--- src/rtl/i2c_arb_master.sv ---
module i2c_arb_master #(
  parameter int DIV_W     = 8,
  parameter int DIV_RESET = 4
) (
  input  logic       clk,
  input  logic       rst_n,
  input  logic       reg_wr,
  input  logic       reg_rd,
  input  logic [1:0] reg_addr,
  input  logic [7:0] reg_wdata,
  output logic [7:0] reg_rdata,
  output logic       irq,
  output logic       scl_oe,
  input  logic       scl_in,
  output logic       sda_oe,
  input  logic       sda_in
);
  localparam logic [1:0] A_CTL = 2'd0, A_STS = 2'd1, A_DAT = 2'd2, A_DIV = 2'd3;

  typedef enum logic [3:0] {
    S_IDLE, S_STA1, S_STA2, S_HOLD, S_LOW, S_HIGH, S_LOSE, S_RS1, S_STP1, S_STP2, S_STP3
  } st_t;

  st_t             st;
  logic [DIV_W-1:0] cnt, div;
  logic en, mst, tx, noack, busy, arbl, irqf, rxack, lost, sda_q, scl_p, sda_p;
  logic [7:0] shreg;
  logic [3:0] bitn;

  wire wr_ctl = reg_wr & (reg_addr == A_CTL);
  wire wr_sts = reg_wr & (reg_addr == A_STS);
  wire wr_dat = reg_wr & (reg_addr == A_DAT);
  wire wr_div = reg_wr & (reg_addr == A_DIV);
  wire rd_dat = reg_rd & (reg_addr == A_DAT);

  wire tick     = (cnt == div);
  wire run      = !(st == S_HIGH || st == S_STA1 || st == S_STP2) || scl_in;
  wire shifting = (st == S_LOW) || (st == S_HIGH);
  wire last_bit = (bitn == 4'd8);
  wire start_seen = scl_p & scl_in & sda_p & ~sda_in;
  wire stop_seen  = scl_p & scl_in & ~sda_p & sda_in;
  wire arb_hit = (st == S_HIGH) & tx & ~last_bit & ~lost & ~sda_q & scl_in & ~sda_in;

  logic sda_want;
  always_comb begin
    case (st)
      S_STA2, S_STP1, S_STP2: sda_want = 1'b1;
      S_LOW, S_HIGH:          sda_want = ~lost & (last_bit ? (~tx & ~noack) : (tx & ~shreg[7]));
      default:                sda_want = 1'b0;
    endcase
  end

  assign scl_oe = (st == S_HOLD) || (st == S_LOW) || (st == S_LOSE) || (st == S_RS1) || (st == S_STP1);
  assign sda_oe = sda_q;
  assign irq    = irqf;

  always_comb begin
    case (reg_addr)
      A_CTL:   reg_rdata = {en, 1'b0, mst, tx, noack, 3'b000};
      A_STS:   reg_rdata = {~shifting, 1'b0, busy, arbl, 2'b00, irqf, rxack};
      A_DAT:   reg_rdata = shreg;
      default: reg_rdata = 8'(div);
    endcase
  end

  always_ff @(posedge clk or negedge rst_n) begin
    if (!rst_n) begin
      st <= S_IDLE; cnt <= '0; div <= DIV_W'(DIV_RESET);
      en <= 1'b0; mst <= 1'b0; tx <= 1'b0; noack <= 1'b0;
      busy <= 1'b0; arbl <= 1'b0; irqf <= 1'b0; rxack <= 1'b0; lost <= 1'b0;
      shreg <= '0; bitn <= '0; sda_q <= 1'b0; scl_p <= 1'b1; sda_p <= 1'b1;
    end else begin
      scl_p <= scl_in;
      sda_p <= sda_in;
      sda_q <= sda_want;
      if (start_seen)     busy <= 1'b1;
      else if (stop_seen) busy <= 1'b0;
      if (run) cnt <= cnt + DIV_W'(1);

      if (wr_div) div <= reg_wdata[DIV_W-1:0];
      if (wr_sts) begin
        arbl <= arbl & reg_wdata[4];
        irqf <= irqf & reg_wdata[1];
      end
      if (wr_ctl) begin
        en <= reg_wdata[7]; tx <= reg_wdata[4]; noack <= reg_wdata[3];
        if (reg_wdata[5] && !mst) begin
          if (reg_wdata[7] && busy) begin
            arbl <= 1'b1;
            irqf <= 1'b1;
          end else if (reg_wdata[7] && st == S_IDLE) begin
            mst <= 1'b1; st <= S_STA1; cnt <= '0;
          end
        end else if (!reg_wdata[5] && mst) begin
          mst <= 1'b0;
        end else if (reg_wdata[5] && reg_wdata[2] && st == S_HOLD) begin
          st <= S_RS1; cnt <= '0;
        end
      end

      case (st)
        S_STA1: if (tick) begin st <= S_STA2; cnt <= '0; end
        S_STA2: if (tick) begin st <= S_HOLD; cnt <= '0; bitn <= '0; end
        S_HOLD: begin
          if (!mst) begin
            st <= S_STP1; cnt <= '0;
          end else if (wr_dat) begin
            shreg <= reg_wdata; bitn <= '0; st <= S_LOW; cnt <= '0;
          end else if (rd_dat && !tx) begin
            bitn <= '0; st <= S_LOW; cnt <= '0;
          end
        end
        S_LOW: if (tick) begin st <= S_HIGH; cnt <= '0; end
        S_HIGH: begin
          if (arb_hit) begin
            lost <= 1'b1; mst <= 1'b0; tx <= 1'b0; arbl <= 1'b1;
          end
          if (tick) begin
            cnt <= '0;
            if (!last_bit) begin
              shreg <= {shreg[6:0], sda_in};
              bitn  <= bitn + 4'd1;
              st    <= S_LOW;
            end else begin
              if (tx && !lost) rxack <= sda_in;
              irqf <= 1'b1;
              st   <= (lost || arb_hit) ? S_LOSE : S_HOLD;
            end
          end
        end
        S_LOSE: if (tick) begin st <= S_IDLE; lost <= 1'b0; cnt <= '0; end
        S_RS1:  if (tick) begin st <= S_STA1; cnt <= '0; end
        S_STP1: if (tick) begin st <= S_STP2; cnt <= '0; end
        S_STP2: if (tick) begin st <= S_STP3; cnt <= '0; end
        S_STP3: if (tick) begin st <= S_IDLE; cnt <= '0; end
        default: ;
      endcase
    end
  end

  a_r7_lost_sda_off: assert property (@(posedge clk) disable iff (!rst_n)
    lost |=> !sda_oe);
  a_r7_loss_flags: assert property (@(posedge clk) disable iff (!rst_n)
    arb_hit |=> (arbl && !mst));
  a_r9_blocked_start: assert property (@(posedge clk) disable iff (!rst_n)
    (wr_ctl && reg_wdata[7] && reg_wdata[5] && !mst && busy) |=> (!mst && arbl && irq));
  a_r11_busy_set: assert property (@(posedge clk) disable iff (!rst_n)
    start_seen |=> busy);
  a_r11_busy_clr: assert property (@(posedge clk) disable iff (!rst_n)
    stop_seen |=> !busy);
  a_r3_sda_steady_high: assert property (@(posedge clk) disable iff (!rst_n)
    (st == S_HIGH && $past(st) == S_HIGH && !lost && !$past(lost) && !$past(wr_ctl))
      |-> $stable(sda_oe));
endmodule

--- config.mk ---
export PLATFORM = sky130hd
export DESIGN_NAME = i2c_arb_master
export DESIGN_NICKNAME = d
export VERILOG_FILES = /design/src/rtl/i2c_arb_master.sv
export SDC_FILE = /design/constraint.sdc
export NUM_CORES = 1
export LEC_CHECK = 0
export BUFFER_PORTS_ARGS = -buffer_cell sky130_fd_sc_hd__buf_2
export CAP_MARGIN = 15
export CORE_ASPECT_RATIO = 2
export CORE_MARGIN = 2
export CORE_UTILIZATION = 59
export DETAILED_ROUTE_END_ITERATION = 10
export GPL_ROUTABILITY_DRIVEN = 1
export PLACE_DENSITY = 0.8
export SLEW_MARGIN = 30
export SYNTH_ARGS = -nofsm -noshare
export SYNTH_HDL_FRONTEND = slang
export SYNTH_SLANG_ARGS = --single-unit
--- constraint.sdc ---
create_clock -name clk -period 2.5 [get_ports clk]
set_input_delay 0.5 -clock clk [delete_from_list [all_inputs] [get_ports clk]]
set_output_delay 0.5 -clock clk [all_outputs]
set_load 0.01 [all_outputs]
## Word level (Yosys, flattened, before mapping)

Index checks and enable logic that the tools add are counted.

- $add $sub $neg: 2
- Eq/ne operators: 23
- Muxes and demuxes: 75
- Bitwise gates (word level): 30
- Reductions and logical operators: 36

Operators with widths:

| cell | number |
|---|---|
| 2-to-1 mux 8 bit | 15 |
| 2-to-1 mux 4 bit | 23 |
| one-hot mux 4 bit (9 select lines) | 1 |
| one-hot mux 8 bit (2 select lines) | 2 |
| 2-to-1 mux 1 bit | 28 |
| one-hot mux 8 bit (3 select lines) | 1 |
| AND 1 bit | 21 |
| == test 4 x 3 -> 1 bit (second input constant) | 4 |
| == test 4 bit (second input constant) | 4 |
| inequality test 2 bit (second input constant) | 7 |
| one-hot mux 4 bit (3 select lines) | 1 |
| logical OR 1 bit | 9 |
| NOT 1 bit | 9 |
| OR reduction 9 bit | 1 |
| adder 8 x 1 -> 8 bit (second input constant) | 1 |
| == test 4 x 2 -> 1 bit (second input constant) | 2 |
| == test 8 bit | 1 |
| logical AND 1 bit | 8 |
| 2-to-1 mux 3 bit | 2 |
| AND reduction 6 bit | 1 |
| nonzero test 2 bit | 3 |
| zero test 1 bit | 5 |
| AND reduction 5 bit | 1 |
| adder 4 x 1 -> 4 bit (second input constant) | 1 |
| 12 further kinds | 15 |

- Flip-flop bits (word level): 44
- Bits of input ports: 16
- Logic and storage cells: 183

## Depth between registers and ports, before layout

Gate-level depths: netlist of the first run.

- Depth after elaboration: 14
- Gate-level depth with buffers: 7
- Mapped depth without buffers: 7

## Worst setup path after synthesis of the first run

OpenSTA, ideal clock, no wires.

- Path kind: reg-to-reg
- Start point: register div[2]
- End point: register shreg[0]
- Arrival: 1.939 ns
- Data required time: 2.375 ns
- Setup slack: 0.436 ns
- Stages on the path, launching flop included: 6
- Path buffers: 0
- Cells stage by stage: dfstp_2 -> xor2_1 -> nor4_4 -> a31oi_2 -> a311oi_4 -> mux2_2

- Cells in the longest elaborated chain, start to end: 3

Ends and longest elaborated chain:

| element | RTL line | source |
|---|---|---|
| from (decl) | 25 | `logic [DIV_W-1:0] cnt, div;` |
| from (signal assigned) | 80 | `if (wr_div) div <= reg_wdata[DIV_W-1:0];` |
| == test 8 bit | 36 | `wire tick = (cnt == div);` |
| inequality test 2 bit (no line) | - |  |
| AND reduction 5 bit (no line) | - |  |
| to (signal assigned) | 121 | `shreg <= {shreg[6:0], sda_in};` |
| to (decl) | 27 | `logic [7:0] shreg;` |

No other way between the ends.
A chain may end at the register's enable or synchronous reset.

## Worst setup path after layout of the first run

- Start point: register st[3]
- End point: output port reg_rdata[7]

- Cells in the longest elaborated chain, start to end: 4
- Elaborated cells on any way between the ends: 5
- Classes of those cells: 2 x eq/ne; 1 x mux; 1 x bitwise; 1 x reduce/logical

Ends and longest elaborated chain:

| element | RTL line | source |
|---|---|---|
| from (decl) | 24 | `st_t st;` |
| from (signal assigned) | 127 | `st <= (lost \|\| arb_hit) ? S_LOSE : S_HOLD;` |
| == test 4 x 3 -> 1 bit | 38 | `wire shifting = (st == S_LOW) \|\| (st == S_HIGH);` |
| logical OR 1 bit (*) | 38 |  |
| NOT 1 bit (*) | 60 | `A_STS: reg_rdata = {~shifting, 1'b0, busy, arbl, 2'b00, irqf, rxack};` |
| one-hot mux 8 bit (3 select lines) (*) | 58 | `case (reg_addr)` |
| to (decl) | 11 | `output logic [7:0] reg_rdata,` |

Every way passes the cells marked *; elsewhere a longest branch is shown, timed or not.

==> results of run 1 <==
[state kept, by name (all words and copies together) (netlist names)]
register / count
cnt: 8
noack: 1
sda_p: 1
irq: 1
arbl: 1
div: 8
sda_oe: 1
busy: 1
rxack: 1
scl_p: 1
lost: 1
shreg: 8
bitn: 4
en: 1
st: 4
tx: 1
mst: 1
[kinds of logic after synthesis]
family | after synthesis | synth area share, %
XOR/XNOR | 15 | 4.826
AND/OR/NAND/NOR | 115 | 22.98
multiplexers | 29 | 13.05
flip-flops | 44 | 40.58
buffers and inverters | 23 | 3.263
AO/OA/AOI/OAI | 52 | 13.92
adder cells (fa/ha/maj) | 3 | 1.379
[worst paths after layout]
path                       startpoint      endpoint  slack [ps]  cells after the start
max in group asynchronous       rst_n         scl_p        1690                      2
max                             st[3]  reg_rdata[7]         140                      4
max reg2reg                     st[3]      shreg[0]         270                      5
min in group clk               sda_in         sda_p         340                      1
min                             rst_n        cnt[4]          60                      1
min reg2reg                        en            en         530                      1
[layer usage]
metal,wire (microns),vias up
li1,-,1091
met1,2828,1181
met2,3789,108
met3,344,35
met4,427,0
met5,0,-
[placed cells by master (no fill, tap or decap), drive strengths merged, types with 7 or more instances in the layout]
cell type and instances:
clkbuf 7, a21oi 9, nand3 14, mux2 22
nand2 37, dfrtp 41, inv 10, nor2b 8
nand4 9, xor2 13, o21ai 14, buf 39
nor2 9, nor3 12
[stage by stage]
step | area [sq um] | setup slack, ps | instances
finish | 3062 | 137.7 | 370
global route | 3062 | 81.84 | 370
CTS | 3062 | 159.5 | 370
detailed placement | 2968 | 358.1 | 362
global placement | 2968 | 347.0 | 362
floorplan | 2723 | 435.9 | 281
[area by class of cell]
cell class / instances / area, sq um
flip-flops and latches: 44 / 1105
multi-input cells: 214 / 1529
fillers: 353 / 1449
clock inverters: 1 / 7.507
repair buffers: 39 / 227.7
well taps: 55 / 68.82
clock buffers: 7 / 86.33
inverters: 10 / 37.54
[power by group through the flow]
stage               Clock, uW  Combinational (uW)  Sequential (uW)
finish                    482                 863             1100
global route              514                 940             1120
CTS                       483                 860             1090
detailed placement          0                 851             1100
global placement            0                 833             1090
floorplan                   0                 628             1020
[worst max-delay path: cells and delay by family, from the launching register on]
| kind | cells | cell delay, ps |
|---|---|---|
| and+or+nand+nor | 1 | 140 |
| buffers and inverters | 2 | 400 |
| DFF | 1 | 560 |
| muxes | 1 | 460 |
==> summary.md, run 1 <==
| Metric | Value |
|---|---|
| Outcome | `finished clean` |
| Final Hold Violating Endpoints | `0` |
| Prevailing post-synth register cell | `dfrtp_1` |
| Final #Nets | `333` |
| CTS tree | `done` |
| Max-cap violations | `0` |
| Post-CTS Setup Bufs | `0` |
| Cell taking the most area after synthesis | `dfrtp_1` |
| Die W | `~52 microns` |
| CTS Sinks | `44` |
| Setup TNS | `0 ps` |
| Synthesized cell area | `between 0.002 and 0.003 sq mm` |
| Hold_ws | `about 59 ps` |
| Gpl congestion | `just over 1` |
| Met1 Use GR | `40.63%` |
| Share of layout cells above drive strength 1 | `26.67%` |
| Final period utilization | `94.49%` |
| Starting Density | `60.36%` |
| Post-synth top area share | `37.68%` |
| PostCTS Resize Cnt | `0` |
| Syn_area_per_cell | `9.689 sq um` |
| Switching share of power | `37.95%` |
| Core box area | `0.004511 sq mm` |
| Crit path max-delay cell type | `dfrtp_1` |
| Met3 usage | `under 10%` |
| Placed wire-length estimate | `around 5500 microns` |
| Vias per cell | `6.527` |
| Maximum vdd ir drop | `slightly below 0.6 mV` |
| # rows | `35` |
| GRT Resource Usage Total | `31.57%` |
| CP Max Fanout | `15` |
| # port buffers | `26` |
| Power, Total | `2443 uW` |
| Psw | `927.1 uW` |
| Global-route wire length before repair | `12230 microns` |
| Netlist cell types | `52` |
| CP required | `around 2000 ps` |
| Worst-skew pair later-pin latency | `about 300 ps` |
| Iteration-0 DRC Markers | `69` |
| Most numerous cell in the Yosys netlist | `dfrtp_1` |
| Iteration count of the initial detailed-routing pass | `5` |
| Critical-path cell list | `inv_1 -> nand3_1 -> mux4_2 -> buf_2` |
| Vias in the first global route | `~2.5k` |
| Clock Skew | `approximately 5.4 ps` |
| Clock transition at path regs | `approximately 90 ps` |
| CP arrival | `1860 ps` |
| DR vias | `about 2.4k` |
| Clk Tree Root Cell | `clkbuf_8` |
| Int Power | `1516 uW` |
| Drt drc | `0` |
| RSZ-0062 raised after global routing | `false` |
| CTS buffer count | `5` |
| P_leak | `0.001353 uW` |
| Synth top cells by count | `dfrtp_1, nand2_1, mux2_2` |
| Kind of critical path | `register to output port` |
| Synth Register Bits | `44` |
| CTS max path bufs | `2` |
| Area contributors post-synth | `dfrtp_1, mux2_2, nand2_1, xor2_1, dfstp_2` |
| Sequential share of the synthesized area | `40.58%` |
| Top Usage Layer GRT | `met2` |
| Asr flop ratio synth | `100.0%` |
| Wire length per cell | `19.97 microns` |
| Worst setup SP type | `register` |
| Max-slew violation count | `0` |
| Ys Warns | `0` |
| Post-synth EDFFs | `0` |
| Pwr dens | `797.8 mW/mm^2` |
| # H-tree levels | `2` |
| Syn_nets | `300` |
| Crit-path max cell delay | `560 ps` |
| Num ports | `27` |
| Seq pwr share | `44.9%` |
| Final Util | `67.88%` |
| Area Growth Syn to Fin | `12.45%` |
| Initial antenna violation count | `0` |
| Die Y | `100.1 microns` |
| Post-CTS Hold Fix Bufs | `0` |
| Comb pwr share | `35.3%` |
| Clock share of power | `19.7%` |
| Slew @ Worst Pin | `562.2 ps` |
| Final min period | `2362 ps` |
| Synthesized instance count | `281` |
| Worst slew margin | `between 60 and 70%` |
| GR Util met2 | `50.34%` |
| Antenna diodes | `0` |
| Largest net degree at the start of global routing | `33` |
| Area of the die | `0.005207 sq mm` |
| Hold/Removal Path Class | `primary input to async pin` |
| Grt ovf | `0` |
| Final WL | `7389 microns` |
| Fmax | `423.3 MHz` |
| Finish-stage setup viols | `0` |
| Critical Path Sink Type | `output port` |
| ANT nets after route | `0` |
No activity file was read; power rests on OpenSTA's default activity.
==> run 2, diff against run 1 <==
Settings changed: CAP_MARGIN 15 to unset, PLACE_DENSITY 0.8 to 0.79.
==> run 2 against run 1 <==
  * Cell area increased by 0.57%
  * Via count increased by 1.1%
  * Register-to-register slack improved by 30 ps
  * Non-clock buffer count unchanged
  * Critical path depth unchanged
  * Cell count unchanged
  * Largest power group unchanged
==> summary.md, run 2 (synthesized netlist as in run 1, its figures left out) <==
| Metric | Value |
|---|---|
| Outcome | `finished clean` |
| Final Util | `68.27%` |
| Worst-skew pair later-pin latency | `300 ps` |
| Finish-stage setup viols | `0` |
| Global-route wire length before repair | `between 10000 and 15000 microns` |
| Post-CTS Hold Fix Bufs | `0` |
| Final WL | `7039 microns` |
| CTS tree | `done` |
| Largest net degree at the start of global routing | `34` |
| Share of layout cells above drive strength 1 | `26.98%` |
| Pre-CTS setup slack | `349.1 ps` |
| Comb pwr share | `between 30% and 40%` |
| Final Hold Violating Endpoints | `0` |
| Met1 Use GR | `between 30% and 40%` |
| GRT Resource Usage Total | `30.49%` |
| CTS buffer count | `5` |
| Maximum vdd ir drop | `0.6810 mV` |
| Max-cap violations | `0` |
| Most frequent cells in the layout | `dfrtp_1, nand2_1, buf_2` |
| Final min period | `2375 ps` |
| Int Power | `about 1600 uW` |
| Initial antenna violation count | `0` |
| Critical Path Sink Type | `output port` |
| Dpl cells | `362` |
| # rows | `35` |
| RSZ-0062 raised after global routing | `false` |
| CTS Sinks | `44` |
| Slew @ Worst Pin | `528.5 ps` |
| DR vias | `2441` |
| CP required | `2000 ps` |
| CTS max path bufs | `2` |
| Clock Skew | `between 15 and 20 ps` |
| Post-CTS Setup Bufs | `0` |
| Switching share of power | `36.61%` |
| Top Usage Layer GRT | `met2` |
| PostCTS Resize Cnt | `0` |
| Psw | `917.3 uW` |
| Num ports | `27` |
| ANT nets after route | `0` |
| Vias per cell | `6.597` |
| Core box area | `0.004511 sq mm` |
| Clk Tree Root Cell | `clkbuf_8` |
| Wire length per cell | `19.02 microns` |
| Final period utilization | `95.00%` |
| Final #Nets | `333` |
| Power, Total | `about 2500 uW` |
| Starting Density | `around three fifths` |
| Area of the die | `0.005207 sq mm` |
| Placed wire-length estimate | `5288 microns` |
| Area Growth Syn to Fin | `13.10%` |
| P_leak | `0.001363 uW` |
| Hold/Removal Path Class | `primary input to async pin` |
| # H-tree levels | `2` |
| Max-slew violation count | `0` |
| Fmax | `421.1 MHz` |
| Filler instances | `339` |
| Grt ovf | `0` |
| PnR worst setup slack | `125.0 ps` |
| R2R setup slack | `300 ps` |
| # port buffers | `26` |
| Worst slew margin | `64.77%` |
| GR Util met2 | `47.91%` |
| Vias in the first global route | `2382` |
| Iteration count of the initial detailed-routing pass | `5` |
| Antenna diodes | `0` |
| Seq pwr share | `43.6%` |
| Iteration-0 DRC Markers | `99` |
| Gpl congestion | `1.005` |
| Die W | `52.04 microns` |
| CP Max Fanout | `15` |
| Layout Cells excl Fill | `370` |
| Worst Reg-to-Reg Cells | `5` |
| Worst setup SP type | `register` |
| Reg area | `0.001105 sq mm` |
| Setup TNS | `0 ps` |
| Leading cell type in the layout, fill and taps excluded | `dfrtp_1` |
| Clock transition at path regs | `100 ps` |
| CP arrival | `1880 ps` |
| Die Y | `~100 microns` |
| Clock share of power | `22.0%` |
| Largest registers | `cnt x8, div x8, shreg x8` |
| Kind of critical path | `register to output port` |
| Drt drc | `0` |
| Pwr dens | `about 810 mW/mm^2` |
| Footprint of the multi-input gates | `around 0.0015 sq mm` |
| Met3 usage | `3.869%` |
==> run 2: cell types whose count changed in the layout (fill, tap and decap cells not counted), sizes merged <==
cell | before | now
bufinv | 0 | 1
clkbuf | 7 | 5
clkinv | 0 | 1
==> run 2: stage by stage <==
stage | hold WS, ps | instance area [sq um]
CTS | 67.98 | 3079
global placement | 389.4 | 2968
global route | 76.31 | 3079
floorplan | 204.4 | 2723
finish | 61.74 | 3079
detailed placement | 390.1 | 2968
==> run 2: path summary, 6_finish.rpt <==
path / start / endpoint
setup / recovery: st[3] / reg_rdata[7]
hold / removal: rst_n / cnt[1]
setup reg to reg: st[3] / shreg[3]
hold reg to reg: rxack / rxack
max in group asynchronous: rst_n / sda_p
min in group clk: sda_in / sda_p
==> run 2: power groups by stage <==
stage,Clock [uW],Sequential (uW),Combinational (uW)
floorplan,0,1020,628
global placement,0,1090,828
detailed placement,0,1100,849
CTS,561,1090,856
global route,585,1120,947
finish,552,1090,862
==> run 2: metal layers <==
| metal | wire length [microns] | up-vias |
|---|---|---|
| li1 | - | 1097 |
| met1 | 2598 | 1163 |
| met2 | 3516 | 141 |
| met3 | 479 | 40 |
| met4 | 444 | 0 |
| met5 | 0 | - |
==> run 2: critical path, stage by stage (launching register included) <==
cell	delay, ps
dfrtp_1	560
inv_1	250
nand3_1	150
mux4_2	460
buf_2	150
==> run 2: layout make-up <==
cell class / count / area share [%]
flip-flops and latches: 44 / 35.88
repair buffers: 39 / 7.395
multi-input cells: 214 / 49.65
clock inverters: 3 / 1.382
well taps: 55 / 2.235
inverters: 10 / 1.219
clock buffers: 5 / 2.235
